$ cat config.mk
export PLATFORM = sky130hd
export DESIGN_NAME = tx_gearbox_tscomp
export DESIGN_NICKNAME = d
export VERILOG_FILES = /design/src/rtl/tx_gearbox_tscomp_pkg.sv /design/src/rtl/gbx_beat_tracker.sv /design/src/rtl/gbx_bit_buffer.sv /design/src/rtl/gbx_ts_corrector.sv /design/src/rtl/tx_gearbox_tscomp.sv
export SDC_FILE = /design/constraint.sdc
export NUM_CORES = 1
export LEC_CHECK = 0
export CAP_MARGIN = 40
export CORE_ASPECT_RATIO = 0.9
export CORE_MARGIN = 5
export CORE_UTILIZATION = 30
export CTS_CLUSTER_DIAMETER = 200
export DETAILED_ROUTE_END_ITERATION = 7
export PLACE_DENSITY = 0.45
export SETUP_SLACK_MARGIN = 0.4
export SLEW_MARGIN = 15
export SYNTH_ARGS = -nofsm -noshare
export SYNTH_HDL_FRONTEND = slang
export SYNTH_HIERARCHICAL = 1
export SYNTH_SLANG_ARGS = --single-unit
$ cat constraint.sdc
create_clock -name clk -period 10.2 [get_ports clk]
set_clock_uncertainty 0.2 [all_clocks]
set_input_delay 1.02 -clock clk [delete_from_list [all_inputs] [get_ports clk]]
set_output_delay 1.02 -clock clk [all_outputs]
set_load 0.05 [all_outputs]
$ cat src/rtl/tx_gearbox_tscomp_pkg.sv
package tx_gearbox_tscomp_pkg;

  // Which half of a 66-bit line block the next accepted beat is.
  typedef enum logic {
    BEAT_HDR  = 1'b0,
    BEAT_BODY = 1'b1
  } beat_e;

  // Number of stream bits a beat contributes.
  function automatic int unsigned beat_width(beat_e kind, int unsigned word_w,
                                             int unsigned hdr_w);
    return (kind == BEAT_HDR) ? (word_w + hdr_w) : word_w;
  endfunction

endpackage

$ cat src/rtl/gbx_beat_tracker.sv
module gbx_beat_tracker
  import tx_gearbox_tscomp_pkg::*;
(
  input  logic clk,
  input  logic rst,
  input  logic in_valid,
  input  logic in_ready,
  output logic accept,
  output logic is_hdr
);

  beat_e beat_q;

  assign accept = in_valid & in_ready;
  assign is_hdr = (beat_q == BEAT_HDR);

  // Toggle between header and body on every transfer.
  always_ff @(posedge clk) begin
    if (rst) begin
      beat_q <= BEAT_HDR;
    end else if (accept) begin
      beat_q <= (beat_q == BEAT_HDR) ? BEAT_BODY : BEAT_HDR;
    end
  end

endmodule

$ cat src/rtl/gbx_bit_buffer.sv
module gbx_bit_buffer
  import tx_gearbox_tscomp_pkg::*;
#(
  parameter  int WORD_W = 32,
  parameter  int HDR_W  = 2,
  localparam int BEAT_W = WORD_W + HDR_W,
  localparam int BUF_W  = 2 * WORD_W + HDR_W,
  localparam int CNT_W  = $clog2(BUF_W + 1)
) (
  input  logic              clk,
  input  logic              rst,
  input  logic              accept,
  input  logic              is_hdr,
  input  logic [BEAT_W-1:0] in_data,
  output logic              in_ready,
  output logic [CNT_W-1:0]  held_bits,
  output logic              out_valid,
  output logic [WORD_W-1:0] out_data
);

  logic [BUF_W-1:0]  hold_q;
  logic [CNT_W-1:0]  fill_q;
  logic [WORD_W-1:0] word_q;
  logic              word_vld_q;

  logic [BUF_W-1:0]  ext;
  logic [BUF_W-1:0]  merged;
  logic [BUF_W-1:0]  hold_d;
  logic [CNT_W-1:0]  inc;
  logic [CNT_W-1:0]  total;
  logic [CNT_W-1:0]  fill_d;
  logic              emit;

  // Accept a beat only while the residue leaves room for a full header beat.
  assign in_ready  = (fill_q <= CNT_W'(WORD_W));
  assign held_bits = fill_q;

  always_comb begin
    ext = '0;
    inc = '0;
    if (accept) begin
      if (is_hdr) begin
        ext[BEAT_W-1:0] = in_data;
        inc = CNT_W'(beat_width(BEAT_HDR, WORD_W, HDR_W));
      end else begin
        ext[WORD_W-1:0] = in_data[WORD_W-1:0];
        inc = CNT_W'(beat_width(BEAT_BODY, WORD_W, HDR_W));
      end
    end
    // New bits land just above the residue, which is sent first.
    merged = hold_q | (ext << fill_q);
    total  = fill_q + inc;
    emit   = (total >= CNT_W'(WORD_W));
    if (emit) begin
      hold_d = merged >> WORD_W;
      fill_d = total - CNT_W'(WORD_W);
    end else begin
      hold_d = merged;
      fill_d = total;
    end
  end

  always_ff @(posedge clk) begin
    if (rst) begin
      hold_q     <= '0;
      fill_q     <= '0;
      word_q     <= '0;
      word_vld_q <= 1'b0;
    end else begin
      hold_q     <= hold_d;
      fill_q     <= fill_d;
      word_vld_q <= emit;
      if (emit) begin
        word_q <= merged[WORD_W-1:0];
      end
    end
  end

  assign out_valid = word_vld_q;
  assign out_data  = word_q;

endmodule

$ cat src/rtl/gbx_ts_corrector.sv
module gbx_ts_corrector #(
  parameter int          WORD_W    = 32,
  parameter int          TS_W      = 64,
  parameter int          CNT_W     = 7,
  parameter logic [31:0] PERIOD_FX = 32'd203358,
  localparam int         SHIFT     = $clog2(WORD_W)
) (
  input  logic             clk,
  input  logic             rst,
  input  logic             take,
  input  logic [TS_W-1:0]  in_ts,
  input  logic [CNT_W-1:0] offset_bits,
  output logic             ts_valid,
  output logic [TS_W-1:0]  ts_out
);

  logic            vld1_q;
  logic [TS_W-1:0] ts1_q;
  logic [TS_W-1:0] prod1_q;
  logic [TS_W-1:0] corr;
  logic            vld2_q;
  logic [TS_W-1:0] ts2_q;

  // Stage 1: capture the raw stamp and period x n.
  always_ff @(posedge clk) begin
    if (rst) begin
      vld1_q  <= 1'b0;
      ts1_q   <= '0;
      prod1_q <= '0;
    end else begin
      vld1_q <= take;
      if (take) begin
        ts1_q   <= in_ts;
        prod1_q <= TS_W'(PERIOD_FX) * TS_W'(offset_bits);
      end
    end
  end

  // Scale by 1/WORD_W: a shift when it is a power of two, else a divide.
  generate
    if ((1 << SHIFT) == WORD_W) begin : g_shift
      assign corr = prod1_q >> SHIFT;
    end else begin : g_divide
      assign corr = prod1_q / TS_W'(WORD_W);
    end
  endgenerate

  // Stage 2: registered sum and strobe.
  always_ff @(posedge clk) begin
    if (rst) begin
      vld2_q <= 1'b0;
      ts2_q  <= '0;
    end else begin
      vld2_q <= vld1_q;
      if (vld1_q) begin
        ts2_q <= ts1_q + corr;
      end
    end
  end

  assign ts_valid = vld2_q;
  assign ts_out   = ts2_q;

endmodule

$ cat src/rtl/tx_gearbox_tscomp.sv
module tx_gearbox_tscomp #(
  parameter int          WORD_W    = 32,
  parameter int          HDR_W     = 2,
  parameter int          TS_W      = 64,
  parameter logic [31:0] PERIOD_FX = 32'd203358
) (
  input  logic                    clk,
  input  logic                    rst,
  input  logic                    in_valid,
  output logic                    in_ready,
  input  logic [WORD_W+HDR_W-1:0] in_data,
  input  logic [TS_W-1:0]         in_ts,
  output logic                    out_valid,
  output logic [WORD_W-1:0]       out_data,
  output logic                    ts_valid,
  output logic [TS_W-1:0]         ts_out
);

  localparam int BUF_W = 2 * WORD_W + HDR_W;
  localparam int CNT_W = $clog2(BUF_W + 1);

  logic             accept;
  logic             beat_is_hdr;
  logic [CNT_W-1:0] held_bits;

  gbx_beat_tracker beat_i (
    .clk      (clk),
    .rst      (rst),
    .in_valid (in_valid),
    .in_ready (in_ready),
    .accept   (accept),
    .is_hdr   (beat_is_hdr)
  );

  gbx_bit_buffer #(
    .WORD_W (WORD_W),
    .HDR_W  (HDR_W)
  ) buf_i (
    .clk       (clk),
    .rst       (rst),
    .accept    (accept),
    .is_hdr    (beat_is_hdr),
    .in_data   (in_data),
    .in_ready  (in_ready),
    .held_bits (held_bits),
    .out_valid (out_valid),
    .out_data  (out_data)
  );

  // The held count at header acceptance is the sequence offset n.
  gbx_ts_corrector #(
    .WORD_W    (WORD_W),
    .TS_W      (TS_W),
    .CNT_W     (CNT_W),
    .PERIOD_FX (PERIOD_FX)
  ) corr_i (
    .clk         (clk),
    .rst         (rst),
    .take        (accept & beat_is_hdr),
    .in_ts       (in_ts),
    .offset_bits (held_bits),
    .ts_valid    (ts_valid),
    .ts_out      (ts_out)
  );

endmodule

; ---- After elaboration in Yosys (flattened, before gate mapping)
; Index checks and enable logic that the tools add are counted.
[word_totals]
word_cells = 30
input_bits = 101
out_inout_bits = 99
register_bits = 261
[op_classes]
n_lt_le_gt_ge = 2
n_reduce_logical = 1
n_bitwise = 4
shift = 1
n_mul = 1
mux = 7
add_sub_neg = 3
[op_table]
columns = cell, n
row1 = two-way mux 34 bit, 2
row2 = OR 66 bit, 1
row3 = << shifter 34 x 7 -> 66 bit, 1
row4 = adder 64 x 20 -> 64 bit, 1
row5 = "multiplier 17 x 7 -> 24 bit, first input constant", 1
row6 = two-way mux 7 bit, 2
row7 = adder 7 bit, 1
row8 = "greater-or-equal comparator 7 x 6 -> 1 bit, second input constant", 1
row9 = "less-or-equal comparator 7 x 6 -> 1 bit, second input constant", 1
row10 = "subtractor 7 x 6 -> 7 bit, second input constant", 1
row11 = two-way mux 2 bit, 2
row12 = AND 1 bit, 2
row13 = OR reduction 2 bit, 1
row14 = two-way mux 1 bit, 1
row15 = NOT 1 bit, 1

; ---- Longest topological paths before layout
; Gate-level depths: netlist of the first run.
[logic_depth]
depth_word = 6
mapped_depth = 20
ltp_nobuf = 16

; ---- Hierarchy
; The synthesis of the first run kept the hierarchy.
[modules_own_cells]
columns = module, cells_each, n_inst, seq_area_each_um2, area_per_inst_um2
row1 = gbx_ts_corrector, 1092, 1, 3002.9, 9444.1
row2 = gbx_bit_buffer, 781, 1, 2102.0, 6282.3
row3 = gbx_beat_tracker, 6, 1, 20.0, 57.6
row4 = tx_gearbox_tscomp, 1, 1, 0.0, 6.3

; ---- Worst setup path after synthesis of the first run
; No wires, ideal clock.
[synth_timing]
kind = reg2reg
from = reg buf_i.fill_q[4], in the netlist buf_i/held_bits[4]
to = reg buf_i.hold_q[32]
path_slack_ns = 4.653
setup_time_ns = 0.130
path_stages_with_launch = 21
required_time_ns = 9.870
n_path_buf = 8
period_less_slack_ns = 5.547
t_arrival_ns = 5.217
cell_sequence = dfxtp_1 clkbuf_1 inv_1 clkbuf_1 nand3_1 o21ai_0 and2_4 buf_2 clkbuf_1 clkbuf_1 and2_1 ha_1 ha_1 nand3_1 or2_2 and4_1 clkbuf_1 nand2b_1 clkbuf_1 buf_2 o22ai_1
[synth_between]
elab_chain_cells = 6
word_cells_on_any_way = 9
classes_between = add/sub (1) / order compare (2) / shift (1) / mux (3) / bitwise (2)
[synth_rtl]
columns = element, line
row1 = "start, declared", gbx_bit_buffer.sv:22  ; logic [CNT_W-1:0] fill_q;
row2 = "start signal, assigned", gbx_bit_buffer.sv:71  ; fill_q <= fill_d;
row3 = less-or-equal comparator 7 x 6 -> 1 bit (*), gbx_bit_buffer.sv:35  ; assign in_ready = (fill_q <= CNT_W'(WORD_W));
row4 = via in_ready, tx_gearbox_tscomp.sv:10  ; output logic in_ready,
row5 = AND 1 bit (*), gbx_beat_tracker.sv:14  ; assign accept = in_valid & in_ready;
row6 = via accept, tx_gearbox_tscomp.sv:22  ; logic accept;
row7 = two-way mux 7 bit / two-way mux 34 bit (equally long branches), gbx_bit_buffer.sv:41  ; if (accept) begin
row8 = adder 7 bit / << shifter 34 x 7 -> 66 bit (equally long branches), "gbx_bit_buffer.sv:52, gbx_bit_buffer.sv:51"
row9 = greater-or-equal comparator 7 x 6 -> 1 bit / OR 66 bit (equally long branches), "gbx_bit_buffer.sv:53, gbx_bit_buffer.sv:51"
row10 = two-way mux 34 bit (*), gbx_bit_buffer.sv:54  ; if (emit) begin
row11 = "end signal, assigned", gbx_bit_buffer.sv:70  ; hold_q <= hold_d;
row12 = "end, declared", gbx_bit_buffer.sv:21  ; logic [BUF_W-1:0] hold_q;
; The timed path passes the listed nets; every way through them passes the cells marked *.
; A chain may end at the register's enable or synchronous reset.

; ---- Worst setup path after layout of the first run
[layout_timing]
from = reg buf_i.fill_q[2], in the netlist buf_i/held_bits[2]
to = reg corr_i.prod1_q[18]
[layout_between]
elab_chain_cells = 3
word_cells_on_any_way = 4
classes_between = mul (1) / order compare (1) / bitwise (2)
[layout_rtl]
columns = element, line
row1 = "parallel branches: the longest is 3 deep, another holds multiplier 17 x 7 -> 24 bit", -
row2 = "end signal, assigned", gbx_ts_corrector.sv:34  ; prod1_q <= TS_W'(PERIOD_FX) * TS_W'(offset_bits);
row3 = "end, declared", gbx_ts_corrector.sv:19  ; logic [TS_W-1:0] prod1_q;
; Several ways; the timed one is not identified.

==> impl_metrics.tcl, run 1 <==
set metrics [dict create \
    status "complete, no violations" \
    yosys.area.top_type "dfxtp_1" \
    synth-seq-cells 256 \
    drv_cap 0 \
    power.internal_mw 1.94 \
    vias 14686 \
    synth_fp_nets 2088 \
    p_per_area_nw_per_um2 146 \
    grt_antenna_before_repair 1 \
    syn_avg_cell_area_sq_um 8.40 \
    path_clk_slew_ns 0.06 \
    synth_edf_count 0 \
    yosys.area_share.adder 0.0952 \
    die_h_um 228 \
    critical_path.endpoint_type "flip-flop" \
    relSlewSlack 0.430 \
    drive_above_1_share 0.0599 \
    rows 79 \
    grt_setup_unrepaired "false" \
    crit_type "reg -> reg" \
    cts_max_level 1 \
    fin_crit_ns 4.95 \
    drc 0 \
    die_x_um 252 \
    synth-simple-area-share 0.192 \
    dp_hpwl_um 44200 \
    timing.final.crit_share 0.485 \
    worstMarginPinSlew_ns 0.846 \
    gp_congestion 0.919 \
    syn-instance-count 1880 \
    hp-class "reg -> reg" \
    async_flop_share 0 \
    path_max_fanout 36 \
    tns_ns 0 \
    ir_drop_uv 130 \
    port_buffers 199 \
    synth-main-ff-cell "dfxtp_1" \
    core-area_sq_um 51900 \
    final_cell_mix "286 x nor2_1, 253 x dfxtp_1, 198 x clkdlybuf4s50_1" \
    synthesis.area_sq_um 15800 \
    power_frac_seq 0.389 \
    drt-initial-drc-count 895 \
    synth.area.top_cells "dfxtp_1 32%, mux2i_1 8.0%, nor2_1 6.8%" \
    fmax_mhz 202 \
    clockRootBuffer "clkbuf_16" \
    postCtsHoldBufs 0 \
    synth_xor_area_frac 0.0205 \
    insertion_delay_ns 0.59 \
    via_per_inst 5.39 \
    synth_cell_type_count 91 \
    totalWireLength_um 58500 \
    layout_commonest_cell "nor2_1" \
    cts_resized 0 \
    synth_top_family_by_area "compound AO/OA/AOI/OAI gates" \
    crit_start "buf_i/held_bits[2]" \
    cts_buffer_depth 3 \
    placed_area_sq_um 18400 \
    grt_usage 0.196 \
    muxShareOfSynthArea 0.0887 \
    ios 200 \
    nets 2224 \
    reg2reg_from "buf_i/held_bits[2]" \
    synth_compound_area_frac 0.224 \
    ys_seq_area_frac 0.325 \
    pwr-share-clk 0.393 \
    design_area_sq_um 19400 \
    power.switching_mw 0.897 \
    wl_per_cell_um 21.5 \
    ant_nets 0 \
    cp-start-kind "flip-flop" \
    cts_setup_buffers 0 \
    cp.arrival_ns 5.21 \
    yosys.area.top_type_share 0.325 \
    synth_warnings 6 \
    grt_start_max_net_pins 86 \
    p_sw_frac 0.316 \
    grt_pass1_wl_um 89500 \
    area_delta_synth_final_pct 23.0 \
    cts_sinks 256 \
    drv_slew 0 \
    die_area_sq_um 57300 \
    antenna_cells 0 \
    grt_overflow 0 \
    grt_pass1_vias 14344 \
    finalHoldViolCount 0 \
    finalSetupViolations 0 \
    start_util 0.304 \
    numCtsBuffers 30 \
    p_leak_nw 7.57 \
    drtPass1Iterations 5 \
    cts_tree "built" \
    hp-start "buf_i/hold_q[35]" \
    comb_power_share 0.218 \
    cp.required_ns 10.46 \
]
through the flow:
| step | utilization | total power, mW | setup slack (ns) | instances | hold slack, ns |
|---|---|---|---|---|---|
| finish | 0.374 | 2.84 | 5.25 | 2726 | 0.259 |
| global route | 0.374 | 2.98 | 4.77 | 2726 | 0.283 |
| CTS | 0.374 | 2.88 | 5.17 | 2725 | 0.267 |
| detailed placement | 0.354 | 1.74 | 5.18 | 2671 | 0.252 |
| global placement | 0.352 | 1.74 | 5.22 | 2663 | 0.243 |
| floorplan | - | 1.51 | 4.65 | 1880 | 0.224 |
power groups by stage:
stage | logic, mW | registers [mW] | clock network [mW]
2_1_floorplan | 0.317 | 1.20 | 0
3_3_place_gp | 0.611 | 1.12 | 0
3_5_place_dp | 0.615 | 1.13 | 0
4_1_cts | 0.618 | 1.10 | 1.16
5_1_grt | 0.669 | 1.11 | 1.20
6_report | 0.618 | 1.10 | 1.12
cells in the mapped netlist, types with 8 or more instances:
| cell type | count |
|---|---|
| or3_1 | 14 |
| xor2_1 | 10 |
| clkbuf_1 | 76 |
| nand4_1 | 18 |
| buf_2 | 22 |
| and2_1 | 16 |
| nor4_1 | 8 |
| a211o_1 | 8 |
| inv_1 | 86 |
| nor2b_1 | 11 |
| ha_1 | 85 |
| a21boi_1 | 11 |
| a21oi_1 | 83 |
| a22oi_1 | 10 |
| a21o_1 | 27 |
| nand2b_1 | 20 |
| fa_1 | 22 |
| a21boi_0 | 10 |
| nand2_1 | 82 |
| nand3_1 | 55 |
| nor2_1 | 286 |
| a211oi_1 | 65 |
| o21a_1 | 14 |
| nand3b_1 | 12 |
| o211ai_1 | 30 |
| nor3_1 | 65 |
| o221ai_1 | 8 |
| and3_1 | 18 |
| buf_1 | 19 |
| a2111oi_0 | 15 |
| a311oi_1 | 13 |
| dfxtp_1 | 256 |
| a221oi_1 | 13 |
| o22a_1 | 8 |
| o22ai_1 | 33 |
| o21ai_0 | 48 |
| mux2i_1 | 126 |
| xnor2_1 | 27 |
| a31oi_1 | 13 |
layer usage:
layer,track usage,wire length [um],vias up
li1,-,-,7158
met3,0.0306,3230,61
met4,0.0331,917,2
met5,0,17,-
met2,0.305,25400,401
met1,0.294,29000,7064
critical path, cell delays in order (launching register included):
cell       delay (ns)
dfxtp_1          0.33
buf_4            0.39
inv_1            0.21
fa_1             0.48
inv_1            0.09
ha_1             0.14
inv_1            0.05
fa_1             0.50
inv_1            0.05
fa_1             0.45
ha_1             0.33
o21a_1           0.11
o2bb2ai_1        0.34
o21ba_2          0.32
o211ai_1         0.19
a31oi_1          0.29
nor4b_1          0.09
a211o_1          0.25
final timing paths:
kind / endpoint / slack (ns) / cells after the start
worst min-delay path: buf_i/hold_q[35] / 0.26 / 2
worst max-delay path: corr_i/prod1_q[18] / 5.25 / 17
worst min register to register: buf_i/hold_q[35] / 0.26 / 2
worst max register to register: corr_i/prod1_q[18] / 5.25 / 17
sequential cells by signal (all words and copies together) (netlist names):
signal           count
buf_i/held_bits      6
beat_i/beat_q        1
corr_i/ts1_q        64
corr_i/ts_valid      1
corr_i/vld1_q        1
buf_i/hold_q        66
corr_i/ts_out       64
buf_i/out_data      32
buf_i/out_valid      1
corr_i/prod1_q      20
area by class of cell:
cell class	instances	area, sq um
multi-input cells	1412	9790
clock buffers	39	865
fillers	5392	32500
inverters	88	330
repair buffers	228	2270
well taps	688	861
flip-flops and latches	256	5130
clock inverters	15	175
logic make-up (layout without fill, tap and decap cells):
| logic type | count (synthesis) | in the layout |
|---|---|---|
| buffers and inverters | 212 | 370 |
| AND/OR/NAND/NOR | 642 | 642 |
| flip-flops | 256 | 256 |
| multiplexers | 136 | 136 |
| AO/OA/AOI/OAI | 489 | 489 |
| other | 1 | 1 |
| adder cells (fa/ha/maj) | 107 | 107 |
| XOR/XNOR | 37 | 37 |
Note: power is estimated with default switching activity, not from simulation.
==> run 2, diff against run 1 <==
==> constraint.sdc (replaced) <==
create_clock -name clk -period 4.85 [get_ports clk]
set_clock_uncertainty 0.2 [all_clocks]
set_input_delay 0.485 -clock clk [delete_from_list [all_inputs] [get_ports clk]]
set_output_delay 0.485 -clock clk [all_outputs]
set_load 0.05 [all_outputs]
==> impl_metrics.tcl, run 2 (synthesis results as in run 1) <==
set metrics [dict create \
    status "complete, no violations" \
    cts_sinks 256 \
    cts_max_level 1 \
    via_per_inst 5.40 \
    core-area_sq_um 51900 \
    path_delay_family "adder cells" \
    cts_tree "built" \
    crit_type "reg -> reg" \
    crit_chain "inv_1 -> fa_1 -> inv_1 -> ha_1 -> inv_1 -> fa_1 -> inv_1 -> fa_1 -> ha_1 -> nor3_2 -> o2bb2ai_4 -> o21ba_4 -> o211ai_1 -> buf_4 -> a21o_1 -> o311ai_0" \
    grt_pass1_wl_um 88000 \
    cp-start-kind "flip-flop" \
    path_max_fanout 6 \
    wl_per_cell_um 21.2 \
    crit_start "buf_i/held_bits[2]" \
    path_clk_slew_ns 0.06 \
    insertion_delay_ns 0.57 \
    drive_above_1_share 0.0688 \
    seqCellArea_sq_um 5140 \
    drc 0 \
    die_x_um 252 \
    grt_setup_unrepaired "true" \
    crit_slowest_cell "fa_1" \
    r2r_end "corr_i/prod1_q[15]" \
    endpoint "corr_i/prod1_q[15]" \
    final_cell_mix "286 x nor2_1, 250 x dfxtp_1, 198 x clkdlybuf4s50_1" \
    multi_input_area_sq_um 9860 \
    rows 79 \
    drv_cap 0 \
    nets 2236 \
    nFillCells 5330 \
    tns_ns 0 \
    area_delta_synth_final_pct 24.2 \
    grt_usage 0.193 \
    ir_drop_uv 225 \
    grt_start_max_net_pins 167 \
    grt_overflow 0 \
    cp.arrival_ns 4.55 \
    fin_crit_ns 4.29 \
    cts_buffer_depth 3 \
    cp.required_ns 5.12 \
    fmax_mhz 233 \
    port_buffers 199 \
    antenna_cells 0 \
    hold_ws_ns 0.120 \
    timing.final.crit_share 0.884 \
    grt_pass1_vias 14181 \
    vias 14769 \
    grt_antenna_before_repair 1 \
    totalWireLength_um 58100 \
    crit_top_cell "inv_1" \
    largest_reg_flops 66 \
    regMostFlops "buf_i/hold_q" \
    finalHoldViolCount 0 \
    relSlewSlack 0.480 \
    clockRootBuffer "clkbuf_16" \
    p_leak_nw 7.66 \
    drt-initial-drc-count 996 \
    layout_commonest_cell "nor2_1" \
    ant_nets 0 \
    cp.buffers_inverters 5 \
    crit_cells 16 \
    ios 200 \
    numCtsBuffers 30 \
    hp-class "in -> reg" \
    p_per_area_nw_per_um2 308 \
    critical_path.endpoint_type "flip-flop" \
    die_area_sq_um 57300 \
    reg2reg_from "buf_i/held_bits[2]" \
    drv_slew 0 \
    finalSetupViolations 0 \
    start_util 0.304 \
    drtPass1Iterations 5 \
    worstMarginPinSlew_ns 0.780 \
    die_h_um 228 \
    rrSetupSlack_ns 0.56 \
    r2r_cells 16 \
    cp_slowest_stage_delay_ns 0.50 \
    gp_congestion 0.911 \
    dp_hpwl_um 43200 \
]
[run 2: cell count changes in the layout (fill, tap and decap cells not counted), moves of 2 or more]
cell / delta
inv_6: -2
dfxtp_1: -3
dfxtp_2: +2
buf_4: +13
clkinv_4: -2
clkinv_2: +2
bufinv_16: +2
buf_12: +3
clkbuf_1: +3
clkinvlp_4: -3
o21ai_0: -2
[run 2: area by class of cell]
type	count	share of cell area
clock inverters	10	0.00779
flip-flops and latches	256	0.262
clock buffers	42	0.0452
inverters	88	0.0169
repair buffers	240	0.121
multi-input cells	1412	0.503
well taps	688	0.0439
[run 2: how the worst min path moves through the flow]
stage | start | to | slack [ns] | cells after the start
after floorplan | buf_i/hold_q[34] | buf_i/hold_q[34] | 0.22 | 2
after global placement | buf_i/hold_q[36] | buf_i/hold_q[36] | 0.24 | 2
after detailed placement | corr_i/ts_out[12] | corr_i/ts_out[12] | 0.25 | 2
after CTS | rst | corr_i/ts1_q[18] | 0.1 | 2
after global routing | rst | corr_i/ts1_q[17] | 0.13 | 2
final | rst | corr_i/ts1_q[18] | 0.12 | 2
[run 2: routing by layer]
layer / GRT usage / vias to the layer above / wire [um] / share of wire
met5: 0 / - / 13 / 0.00022
met4: 0.0345 / 2 / 818 / 0.014
met3: 0.0278 / 53 / 3320 / 0.057
met2: 0.305 / 418 / 25600 / 0.44
met1: 0.284 / 7117 / 28300 / 0.49
li1: - / 7179 / - / -
[run 2: power breakdown]
group / internal [mW] / leakage, nW / switching [mW]
clock: 1.47 / 0.513 / 0.934
combinational: 0.496 / 5.05 / 0.816
sequential: 2.22 / 2.10 / 0.0975
total: 4.19 / 7.66 / 1.85
[run 2: timing repair]
item,4_1_cts,5_1_grt
hold buffers,0,0
pin swaps,0,3
buffers inserted,0,2
resized for setup,3,14
setup endpoints to repair,4,50
[run 2: stage by stage]
step                power, mW  area (sq um)  worst slack (ns)  utilization  cells
finish                   6.04         19600             0.564        0.378   2736
global route             6.32         19600             0.370        0.378   2736
CTS                      6.12         19500             0.393        0.376   2734
detailed placement       3.67         18500             0.286        0.356   2682
global placement         3.66         18400             0.302        0.355   2678
floorplan                3.19         15800             0.469            -   1880
[run 2: worst reg2reg max path, stage by stage, from the launching register on]
cell and delay [ns]:
dfxtp_1 0.41, inv_1 0.15, fa_1 0.47, inv_1 0.09, ha_1 0.14, inv_1 0.05
fa_1 0.50, inv_1 0.05, fa_1 0.45, ha_1 0.27, nor3_2 0.24, o2bb2ai_4 0.16
o21ba_4 0.23, o211ai_1 0.14, buf_4 0.17, a21o_1 0.18, o311ai_0 0.29
